<file path="src/rtl/spec_track_pkg.sv">
package spec_track_pkg;
    typedef enum logic {
        WB_IDLE = 1'b0,
        WB_WAIT = 1'b1
    } wb_state_e;
endpackage

</file>
<file path="src/rtl/spec_bits_array.sv">
module spec_bits_array #(
    parameter int LINES = 16,
    localparam int IDX_W = $clog2(LINES)
) (
    input  logic             clk,
    input  logic             rst_n,
    input  logic             set_sr,
    input  logic             set_sw,
    input  logic [IDX_W-1:0] set_idx,
    input  logic             flash_clr,
    output logic [LINES-1:0] sr_vec,
    output logic [LINES-1:0] sw_vec
);
    for (genvar i = 0; i < LINES; i++) begin : g_line
        always_ff @(posedge clk) begin
            if (!rst_n || flash_clr) begin
                sr_vec[i] <= 1'b0;
                sw_vec[i] <= 1'b0;
            end else if (set_idx == IDX_W'(i)) begin
                if (set_sr) sr_vec[i] <= 1'b1;
                if (set_sw) sw_vec[i] <= 1'b1;
            end
        end
    end


    flash_empty_chk: assert property (@(posedge clk) disable iff (!rst_n)
        flash_clr |=> (sr_vec == '0 && sw_vec == '0));

    set_sw_lands_chk: assert property (@(posedge clk) disable iff (!rst_n)
        (set_sw && !flash_clr) |=> sw_vec[$past(set_idx)]);

    set_sr_lands_chk: assert property (@(posedge clk) disable iff (!rst_n)
        (set_sr && !flash_clr) |=> sr_vec[$past(set_idx)]);
endmodule

</file>
<file path="src/rtl/spec_wb_ctrl.sv">
module spec_wb_ctrl
    import spec_track_pkg::*;
#(
    parameter int LINES = 16,
    localparam int IDX_W = $clog2(LINES)
) (
    input  logic             clk,
    input  logic             rst_n,
    input  logic             need_wb,
    input  logic             wb_ack,
    input  logic             flash,
    input  logic [IDX_W-1:0] acc_idx,
    output logic             stall_wb,
    output logic             wb_req,
    output logic [IDX_W-1:0] wb_idx
);
    wb_state_e state_q, state_d;
    logic [IDX_W-1:0] idx_q;

    always_ff @(posedge clk) begin
        if (!rst_n) begin
            state_q <= WB_IDLE;
            idx_q   <= '0;
        end else begin
            state_q <= state_d;
            if (state_q == WB_IDLE && need_wb) idx_q <= acc_idx;
        end
    end

    always_comb begin
        state_d  = state_q;
        stall_wb = 1'b0;
        wb_req   = 1'b0;
        unique case (state_q)
            WB_IDLE: begin
                stall_wb = need_wb;
                if (need_wb && !flash) state_d = WB_WAIT;   // wb_start
            end
            WB_WAIT: begin
                wb_req   = 1'b1;
                stall_wb = !wb_ack;
                if (flash)       state_d = WB_IDLE;         // wb_cancel
                else if (wb_ack) state_d = WB_IDLE;         // wb_done
            end
            default: state_d = WB_IDLE;
        endcase
    end

    assign wb_idx = idx_q;


    wb_hold_chk: assert property (@(posedge clk) disable iff (!rst_n)
        (wb_req && !wb_ack && !flash) |=> (wb_req && $stable(wb_idx)));

    wb_cancel_chk: assert property (@(posedge clk) disable iff (!rst_n)
        flash |=> !wb_req);
endmodule

</file>
<file path="src/rtl/spec_track.sv">
module spec_track #(
    parameter int LINES = 16,
    localparam int IDX_W = $clog2(LINES)
) (
    input  logic             clk,
    input  logic             rst_n,
    input  logic             acc_valid,
    input  logic             acc_is_store,
    input  logic [IDX_W-1:0] acc_idx,
    input  logic             acc_dirty,
    output logic             acc_stall,
    output logic             wb_req,
    output logic [IDX_W-1:0] wb_idx,
    input  logic             wb_ack,
    input  logic             snp_valid,
    input  logic             snp_is_inv,
    input  logic [IDX_W-1:0] snp_idx,
    output logic             violation,
    input  logic             evict_valid,
    input  logic [IDX_W-1:0] evict_idx,
    output logic             resolve_req,
    input  logic             commit,
    input  logic             abort,
    output logic [LINES-1:0] inval_vec,
    input  logic [IDX_W-1:0] q_idx,
    output logic             q_sr,
    output logic             q_sw
);
    logic [LINES-1:0] sr_vec, sw_vec;
    logic flash, need_wb, stall_wb, accept;
    logic snp_hit, evict_hit;

    assign flash   = commit | abort;
    assign need_wb = acc_valid & acc_is_store & acc_dirty & ~sw_vec[acc_idx];

    spec_wb_ctrl #(.LINES(LINES)) u_wb (
        .clk      (clk),
        .rst_n    (rst_n),
        .need_wb  (need_wb),
        .wb_ack   (wb_ack),
        .flash    (flash),
        .acc_idx  (acc_idx),
        .stall_wb (stall_wb),
        .wb_req   (wb_req),
        .wb_idx   (wb_idx)
    );

    assign acc_stall = flash | stall_wb;
    assign accept    = acc_valid & ~acc_stall;

    spec_bits_array #(.LINES(LINES)) u_bits (
        .clk       (clk),
        .rst_n     (rst_n),
        .set_sr    (accept & ~acc_is_store),
        .set_sw    (accept & acc_is_store),
        .set_idx   (acc_idx),
        .flash_clr (flash),
        .sr_vec    (sr_vec),
        .sw_vec    (sw_vec)
    );

    assign snp_hit   = snp_valid & (snp_is_inv ? (sr_vec[snp_idx] | sw_vec[snp_idx])
                                               : sw_vec[snp_idx]);
    assign evict_hit = evict_valid & (sr_vec[evict_idx] | sw_vec[evict_idx]);

    always_ff @(posedge clk) begin
        if (!rst_n) begin
            violation   <= 1'b0;
            resolve_req <= 1'b0;
        end else begin
            violation   <= snp_hit;
            resolve_req <= evict_hit;
        end
    end

    assign inval_vec = abort ? sw_vec : '0;
    assign q_sr      = sr_vec[q_idx];
    assign q_sw      = sw_vec[q_idx];


    snoop_inv_viol_chk: assert property (@(posedge clk) disable iff (!rst_n)
        (snp_valid && snp_is_inv && (sr_vec[snp_idx] || sw_vec[snp_idx])) |=> violation);

    snoop_rd_quiet_chk: assert property (@(posedge clk) disable iff (!rst_n)
        (!(snp_valid && snp_is_inv) && !(snp_valid && sw_vec[snp_idx])) |=> !violation);

    evict_resolve_chk: assert property (@(posedge clk) disable iff (!rst_n)
        (evict_valid && (sr_vec[evict_idx] || sw_vec[evict_idx])) |=> resolve_req);

    evict_quiet_chk: assert property (@(posedge clk) disable iff (!rst_n)
        (!evict_valid || !(sr_vec[evict_idx] || sw_vec[evict_idx])) |=> !resolve_req);

    abort_clean_chk: assert property (@(posedge clk) disable iff (!rst_n)
        abort |=> (sw_vec == '0));

    flash_blocks_chk: assert property (@(posedge clk) disable iff (!rst_n)
        (flash && acc_valid) |-> acc_stall);
endmodule

</file>
<file path="config.mk">
export PLATFORM = sky130hd
export DESIGN_NAME = spec_track
export DESIGN_NICKNAME = d
export VERILOG_FILES = /design/src/rtl/spec_track_pkg.sv /design/src/rtl/spec_bits_array.sv /design/src/rtl/spec_wb_ctrl.sv /design/src/rtl/spec_track.sv
export SDC_FILE = /design/constraint.sdc
export NUM_CORES = 1
export LEC_CHECK = 0
export BUFFER_PORTS_ARGS = -buffer_cell sky130_fd_sc_hd__buf_2
export CORE_MARGIN = 8
export CORE_UTILIZATION = 45
export CTS_CLUSTER_DIAMETER = 100
export DETAILED_ROUTE_END_ITERATION = 10
export GPL_TIMING_DRIVEN = 0
export PLACE_DENSITY = 0.81
export SLEW_MARGIN = 5
export SYNTH_ARGS = -nofsm -noshare
export SYNTH_HDL_FRONTEND = slang
export SYNTH_SLANG_ARGS = --single-unit
</file>
<file path="constraint.sdc">
create_clock -name clk -period 3.96 [get_ports clk]
set_input_delay 0.396 -clock clk [delete_from_list [all_inputs] [get_ports clk]]
set_output_delay 0.396 -clock clk [all_outputs]
set_load 0.02 [all_outputs]
</file>
==> qor_table.md, run 1 <==
| Parameter | This run |
| --- | --- |
| Outcome | completed |
| Startpoint of the worst hold path | snp_idx[3] |
| Synthesized Nets | 266 |
| Number of hold-repair buffers added at the cts stage | 0 |
| RSZ-0062 raised after global routing | false |
| CP most frequent cell | sky130_fd_sc_hd__buf_2 |
| Detail-routed via count per cell | 5.914 |
| Number of top-level design ports | 53 |
| Via count of the first global-routing pass | 2178 |
| Syn_area_per_cell | 9.465 um2 |
| CP startpoint kind | primary input |
| Crit path time final | 2603 ps |
| Post-synthesis async set-or-reset flop share | 0% |
| GRT Overall Usage | 18.27% |
| TritonCTS buffer count | 5 |
| GR Overflow Total | 0 |
| Routed Wire Length | 6424 um |
| Weighted congestion reported at the end of routability-driven placement | 0.9042 |
| Max-capacitance violation count | 0 |
| Total Die Area | 7552 um2 |
| Post-Layout Cell Count | 360 |
| Synth area leaders | sky130_fd_sc_hd__dfxtp_1 (35%), sky130_fd_sc_hd__mux4_2 (22%), sky130_fd_sc_hd__nand2_1 (7.8%) |
| Worst-Margin Slew | 580.9 ps |
| Worst Path Max Fanout | 10 |
| Hold crit path type | in -> reg |
| Share of the synthesized area in the top cell type | 34.51% |
| Sink count of the clock tree | 39 |
| Final Skew | 6.806 ps |
| Crit-path cells | buf_2 -> clkbuf_1 -> mux4_2 -> a22o_1 -> a211o_1 -> nand3_1 -> buf_2 |
| Total cell area at the placement stage | 2575 um2 |
| Seq pwr share | 54.1% |
| Count of final hold-check violations | 0 |
| Largest stage delay on the critical path | 390 ps |
| Worst setup path class | in -> out |
| Part of the power in combinational logic | 12.2% |
| Critical path buffers and inverters | 3 |
| Distinct cell type count after synthesis | 31 |
| Clock tree from TritonCTS | done |
| Final clock period utilization by the worst path | 65.72% |
| Share of the yosys chip area belonging to registers | 34.51% |
| Number of enable flip-flop cells after synthesis | 0 |
| Worst Path Required | 3560 ps |
| Post-synthesis cell type with the largest combined area | sky130_fd_sc_hd__dfxtp_1 |
| Start of the worst register-to-register path | u_bits.sw_vec[15] |
| DRC viols | 0 |
| Number of placed cells counting well taps | 354 |
| Clk network pwr share | 33.7% |
| IO buf count | 45 |
| Floorplan core area | 4977 um2 |
| Max Clk Rate | 384.2 MHz |
| Area of the mapped netlist | 2262 um2 |
| # nets final | 318 |
| H-Tree Depth | 2 |
| Final cell area excluding filler cells | 2648 um2 |
| Power density normalized to cell area | 277.0 nW/um2 |
| Antenna violations before repair | 0 |
| Via count of the routed design | 2129 |
| Area overhead of the layout relative to synthesis | 17.04% |
| Die Width | 86.90 um |
| Worst R2R Setup Slack | 1990 ps |
| Number of instances in the synthesized netlist | 239 |
| Final-layout setup total negative slack | 0 ps |
| Min-Delay Endpoint | violation |
| Placed wire-length estimate | 4941 um |
| Initial DRC Count | 241 |
| Global-route wire length before repair | 10670 um |
| Resize count post-CTS | 0 |
| Top FF cell, synth | sky130_fd_sc_hd__dfxtp_1 |
| Cell depth of the worst min-delay path | 2 |
| Crit end category | primary output |
| Number of nets still failing antenna checks after routing | 0 |
| Cell Int Power | 0.5466 mW |
| Number of placement rows | 26 |
| Diode insertion count for antenna repair | 0 |
| Mean routed wirelength per cell | 17.84 um |
| Worst slew margin relative to its limit | 61.27% |
| Slew Limit Fails | 0 |
| Sw Pwr | 0.1868 mW |
| Post-CTS setup buffer count | 0 |
| Maximum number of buffers from clock root to sink | 2 |
| Filler Cell Count | 478 |
| Pin count of the biggest net entering global routing | 11 |
| Critical Path AT | 2210 ps |
| Reported leakage power | 1.002 nW |
| Count of synthesis-stage warnings from yosys | 0 |
| Maximum vdd drop | 0.0001715 V |
| Cell chosen for the clock root | sky130_fd_sc_hd__clkbuf_8 |
| Endpoint of the lowest-slack register-to-register path | u_wb.wb_idx[3] |
| Starting Density | 45.45% |
| Iteration count of the initial detailed-routing pass | 4 |
| Depth of the most critical reg-to-reg path | 4 |
| Reg clk slew, reported paths | 70 ps |
| Number of flip-flops and latches in the synthesized netlist | 39 |
| Clock latency of the later-clocked register in the worst-skew pair | 290 ps |
| Floorplan die height | 86.90 um |
| Switch share | 25.47% |
| Crit path max-delay family | buffers and inverters |
| Critical-path top delay cell | sky130_fd_sc_hd__clkbuf_1 |
| Share of layout cells above drive strength 1 | 27.59% |
| Final Setup Violations | 0 |
cell usage in the layout (no fill, tap or decap), drive strengths merged, types with 4 or more instances in the layout:
cell type,count
a211oi,4
a21oi,8
a32o,5
and2,18
buf,47
clkbuf,19
dfxtp,39
mux2,4
mux2i,6
mux4,22
nand2,47
nand3,4
nor2,13
nor3,10
o21ai,23
o31ai,5
cells in the mapped netlist (2+ instances only):
master                      n
sky130_fd_sc_hd__a21oi_1    8
sky130_fd_sc_hd__nand2b_1   2
sky130_fd_sc_hd__nand4_1    2
sky130_fd_sc_hd__o21ai_0   22
sky130_fd_sc_hd__mux2_2     4
sky130_fd_sc_hd__nor3_1    10
sky130_fd_sc_hd__a32o_1     5
sky130_fd_sc_hd__mux4_2    22
sky130_fd_sc_hd__dfxtp_1   39
sky130_fd_sc_hd__a211oi_1   3
sky130_fd_sc_hd__nor2b_1    2
sky130_fd_sc_hd__a311o_1    2
sky130_fd_sc_hd__nor2_1    13
sky130_fd_sc_hd__nand2_1   47
sky130_fd_sc_hd__mux2i_1    6
sky130_fd_sc_hd__nand3_1    4
sky130_fd_sc_hd__clkbuf_1  12
sky130_fd_sc_hd__and2_1    18
sky130_fd_sc_hd__a211o_1    2
sky130_fd_sc_hd__o31ai_1    5
worst max-delay path by stage:
stage	slack, ps	endpoint	depth (start not counted)	startpoint
final	1360	acc_stall	7	acc_idx[1]
after global routing	1240	acc_stall	7	acc_idx[1]
after CTS	1380	acc_stall	7	acc_idx[1]
after detailed placement	1400	acc_stall	7	acc_idx[1]
after global placement	1410	acc_stall	7	acc_idx[1]
after floorplan	1720	q_sw	3	q_idx[0]
metrics by stage:
step	hold slack [ps]	worst slack, ps	power (mW)	utilization (%)
6_report	305.9	1357	0.7333	53.19
5_1_grt	292.2	1236	0.7658	53.19
4_1_cts	301.6	1379	0.7388	53.19
3_5_place_dp	444.4	1399	0.4943	51.73
3_3_place_gp	443.0	1405	0.4929	51.73
2_1_floorplan	458.8	1722	0.4621	-
worst reg2reg max path: cells and delay by family (launching register included):
family / cells / cell delay [ps]
muxes: 2 / 760
AOI/OAI and AO/OA: 2 / 730
DFF: 1 / 400
power by group through the flow:
| stage | registers, mW | logic [mW] | clock network (mW) |
|---|---|---|---|
| 3_5_place_dp | 0.406 | 0.0886 | 0 |
| 6_report | 0.397 | 0.0892 | 0.247 |
| 4_1_cts | 0.397 | 0.0889 | 0.253 |
| 5_1_grt | 0.397 | 0.0970 | 0.272 |
| 2_1_floorplan | 0.408 | 0.0539 | 0 |
| 3_3_place_gp | 0.406 | 0.0872 | 0 |
cells by family after synthesis:
family          count (synthesis)  synth area share (%)
flops                          39                 34.51
compound gates                 51                 15.04
mux                            32                 26.55
simple gates                  102                 20.96
buf+inv                        15                 2.931
state kept, by name, summed over array words and instances (netlist names):
name and cells:
u_bits.sr_vec 16, u_bits.sw_vec 16, u_wb.wb_idx 4, resolve_req 1, u_wb.state_q 1, violation 1
per-layer routing:
| layer | global-route usage, % | up-vias | wire [um] |
|---|---|---|---|
| met5 | 0 | - | 0 |
| met2 | 29.84 | 123 | 3083 |
| met4 | 6.886 | 0 | 131 |
| met1 | 22.42 | 1000 | 2549 |
| met3 | 4.811 | 16 | 659 |
| li1 | - | 990 | - |
final cells by class:
type | instances | area (um2) | share of cell area, %
clock buffer | 6 | 72.57 | 2.741
timing repair buffer | 45 | 225.2 | 8.507
sequential | 39 | 780.7 | 29.49
tap | 70 | 87.58 | 3.308
multi-input combinational | 185 | 1415 | 53.45
buffer | 15 | 66.31 | 2.505
No activity file was read; power rests on OpenSTA's default activity.
==> run 2, diff against run 1 <==
--- a/config.mk
+++ b/config.mk
@@ -5,13 +5,14 @@
 export SDC_FILE = /design/constraint.sdc
 export NUM_CORES = 1
 export LEC_CHECK = 0
+export ABC_AREA = 1
 export BUFFER_PORTS_ARGS = -buffer_cell sky130_fd_sc_hd__buf_2
 export CORE_MARGIN = 8
 export CORE_UTILIZATION = 45
 export CTS_CLUSTER_DIAMETER = 100
 export DETAILED_ROUTE_END_ITERATION = 10
 export GPL_TIMING_DRIVEN = 0
-export PLACE_DENSITY = 0.81
+export PLACE_DENSITY = 0.8
 export SLEW_MARGIN = 5
 export SYNTH_ARGS = -nofsm -noshare
 export SYNTH_HDL_FRONTEND = slang
==> constraint.sdc (replaced) <==
create_clock -name clk -period 2.4 [get_ports clk]
set_input_delay 0.24 -clock clk [delete_from_list [all_inputs] [get_ports clk]]
set_output_delay 0.24 -clock clk [all_outputs]
set_load 0.02 [all_outputs]
==> qor_table.md, run 2 <==
| Parameter | This run |
| --- | --- |
| Weighted congestion reported at the end of routability-driven placement | 0.9631 |
| CP startpoint kind | flip-flop |
| Via count of the routed design | 2992 |
| Crit-path cells | inv_1 -> o21ai_0 -> nand2_1 -> nand2_1 -> nand2_1 -> nand2_1 -> inv_1 -> nand2_2 -> nand3_4 -> buf_2 |
| Mean routed wirelength per cell | 16.73 um |
| Synth area leaders | sky130_fd_sc_hd__dfxtp_1 (31%), sky130_fd_sc_hd__a21oi_1 (12%), sky130_fd_sc_hd__inv_1 (10%) |
| Complex-gate fraction of the synthesized area | 25.82% |
| Final Skew | 12.52 ps |
| Total Die Area | 8236 um2 |
| Hold crit path type | in -> reg |
| Parity-gate share of the synthesized area counting xor and xnor cells | 0% |
| CP most frequent cell | sky130_fd_sc_hd__nand2_1 |
| GRT Overall Usage | 21.77% |
| Maximum vdd drop | 0.0003339 V |
| Largest stage delay on the critical path | 490 ps |
| Distinct cell type count after synthesis | 25 |
| Starting Density | 46.24% |
| Seq pwr share | 44.6% |
| Antenna violations before repair | 0 |
| Adder and majority gate portion of the synthesized area | 0% |
| Power density normalized to cell area | 494.1 nW/um2 |
| Reported leakage power | 1.315 nW |
| Share of the synthesized area in the top cell type | 31.04% |
| Iteration count of the initial detailed-routing pass | 5 |
| Area of the mapped netlist | 2515 um2 |
| Number of nets still failing antenna checks after routing | 0 |
| Diode insertion count for antenna repair | 0 |
| Global-route wire length before repair | 14490 um |
| Part of the power in combinational logic | 14.8% |
| Syn_area_per_cell | 6.164 um2 |
| Number of hold-repair buffers added at the cts stage | 0 |
| Reg clk slew, reported paths | 90 ps |
| Maximum number of buffers from clock root to sink | 2 |
| Die Width | 90.76 um |
| Worst slew margin relative to its limit | 60.01% |
| Worst Path Required | 2160 ps |
| Number of top-level design ports | 53 |
| Worst-Margin Slew | 599.8 ps |
| Final Setup Violations | 0 |
| Number of instances in the synthesized netlist | 408 |
| Resize count post-CTS | 0 |
| Crit path time final | 1962 ps |
| Routed Wire Length | 8982 um |
| Clock latency of the later-clocked register in the worst-skew pair | 310 ps |
| Pre-CTS setup slack | 518.0 ps |
| Clock tree from TritonCTS | done |
| Placed wire-length estimate | 6866 um |
| Switch share | 27.60% |
| H-Tree Depth | 2 |
| Post-synthesis cell type with the largest combined area | sky130_fd_sc_hd__dfxtp_1 |
| Synthesized Nets | 435 |
| Via count of the first global-routing pass | 2742 |
| Mux contribution to synthesized area | 0% |
| Share of the yosys chip area belonging to registers | 31.04% |
| Post-CTS setup buffer count | 0 |
| Count of final hold-check violations | 0 |
| GR Overflow Total | 0 |
| Cell Int Power | 1.062 mW |
| Outcome | completed |
| Top cells by count, synth | sky130_fd_sc_hd__inv_1 (68), sky130_fd_sc_hd__nand2_1 (68), sky130_fd_sc_hd__a21oi_1 (60), sky130_fd_sc_hd__nand3_1 (50), sky130_fd_sc_hd__dfxtp_1 (39) |
| Area overhead of the layout relative to synthesis | 18.01% |
| Max-capacitance violation count | 0 |
| Initial DRC Count | 432 |
| Top FF cell, synth | sky130_fd_sc_hd__dfxtp_1 |
| Final clock period utilization by the worst path | 81.75% |
| Share of layout cells above drive strength 1 | 14.84% |
| TritonCTS buffer count | 5 |
| Floorplan core area | 5439 um2 |
| RSZ-0062 raised after global routing | false |
| Floorplan die height | 90.76 um |
| Worst setup path class | reg -> out |
| Count of synthesis-stage warnings from yosys | 0 |
| Worst Path Max Fanout | 5 |
| Slew Limit Fails | 0 |
| Number of flip-flops and latches in the synthesized netlist | 39 |
| Clk network pwr share | 40.6% |
| # nets final | 491 |
| Simple-gate area share of the yosys netlist | 27.96% |
| Critical-path top delay cell | sky130_fd_sc_hd__dfxtp_1 |
| Pin count of the biggest net entering global routing | 13 |
| Number of enable flip-flop cells after synthesis | 0 |
| IO buf count | 49 |
| Final worst setup slack | 438.0 ps |
| Critical Path AT | 1720 ps |
| Max Clk Rate | 509.7 MHz |
| Crit end category | primary output |
| DRC viols | 0 |
| Sw Pwr | 0.4048 mW |
| Final-layout setup total negative slack | 0 ps |
| Number of placement rows | 27 |
| Commonest non-fill, non-tap cells in the layout | sky130_fd_sc_hd__nand2_1 (68), sky130_fd_sc_hd__inv_1 (68), sky130_fd_sc_hd__a21oi_1 (60) |
| Cell chosen for the clock root | sky130_fd_sc_hd__clkbuf_8 |
| Detail-routed via count per cell | 5.572 |
| Largest family of logic cells by synthesized area | simple AND/OR/NAND/NOR gates |
| Sink count of the clock tree | 39 |
| Post-synthesis async set-or-reset flop share | 0% |
| Filler Cell Count | 550 |
-- run 2: cell count changes after synthesis, sizes merged, moves of 6 or more --
cell,before,now
mux4,22,0
o311ai,0,8
nand3,4,51
o21ai,23,39
nand2,47,69
nor2,13,32
inv,0,68
mux2i,6,0
and2,18,0
a21oi,8,61
-- run 2: routing by layer --
layer  wire, um  global-route usage, %
met4        352                  9.154
met3        941                  6.151
met1       3715                  27.33
met5          0                      0
met2       3973                  33.86
-- run 2: power groups by stage --
| stage | Clock [mW] | Combinational, mW | Sequential, mW |
|---|---|---|---|
| after detailed placement | 0 | 0.213 | 0.670 |
| after global placement | 0 | 0.210 | 0.670 |
| after CTS | 0.590 | 0.213 | 0.655 |
| after floorplan | 0 | 0.134 | 0.677 |
| after global routing | 0.614 | 0.241 | 0.655 |
| final | 0.595 | 0.217 | 0.655 |
-- run 2: cell type report --
type	instances	area [um2]	area share [%]
clock inverters	2	35.03	1.180
well taps	72	90.09	3.035
flip-flops and latches	39	780.7	26.31
inverters	69	259.0	8.727
repair buffers	49	245.2	8.263
plain buffers	22	122.6	4.132
multi-input cells	278	1353	45.57
clock buffers	6	82.58	2.782
-- run 2: logic make-up (layout without fill, tap and decap cells) --
family / after synthesis / in the layout
simple gates: 160 / 160
flops: 39 / 39
buf+inv: 91 / 148
compound gates: 118 / 118
-- run 2: path summary, 6_finish.rpt --
kind	endpoint	cells past startpoint	start	slack, ps
max	acc_stall	10	u_bits.sw_vec[14]	440
min reg2reg	u_wb.wb_idx[3]	2	u_wb.wb_idx[3]	490
min	resolve_req	3	evict_valid	150
max reg2reg	u_bits.sw_vec[12]	13	u_bits.sw_vec[14]	450
-- run 2: critical path: cells and delay by family, from the launching register on --
kind,cells,cell delay (ps)
and+or+nand+nor,6,420
AOI/OAI and AO/OA,1,180
DFF,1,490
buffers and inverters,3,340
-- run 2: metrics by stage --
step	power [mW]	util, %	hold slack [ps]	std cells	instance area, um2
floorplan	0.8110	-	356.1	408	2515
global placement	0.8795	52.40	460.7	529	2850
detailed placement	0.8824	52.40	472.1	529	2850
CTS	1.457	54.57	163.0	537	2968
global route	1.510	54.57	164.4	537	2968
finish	1.466	54.57	154.9	537	2968
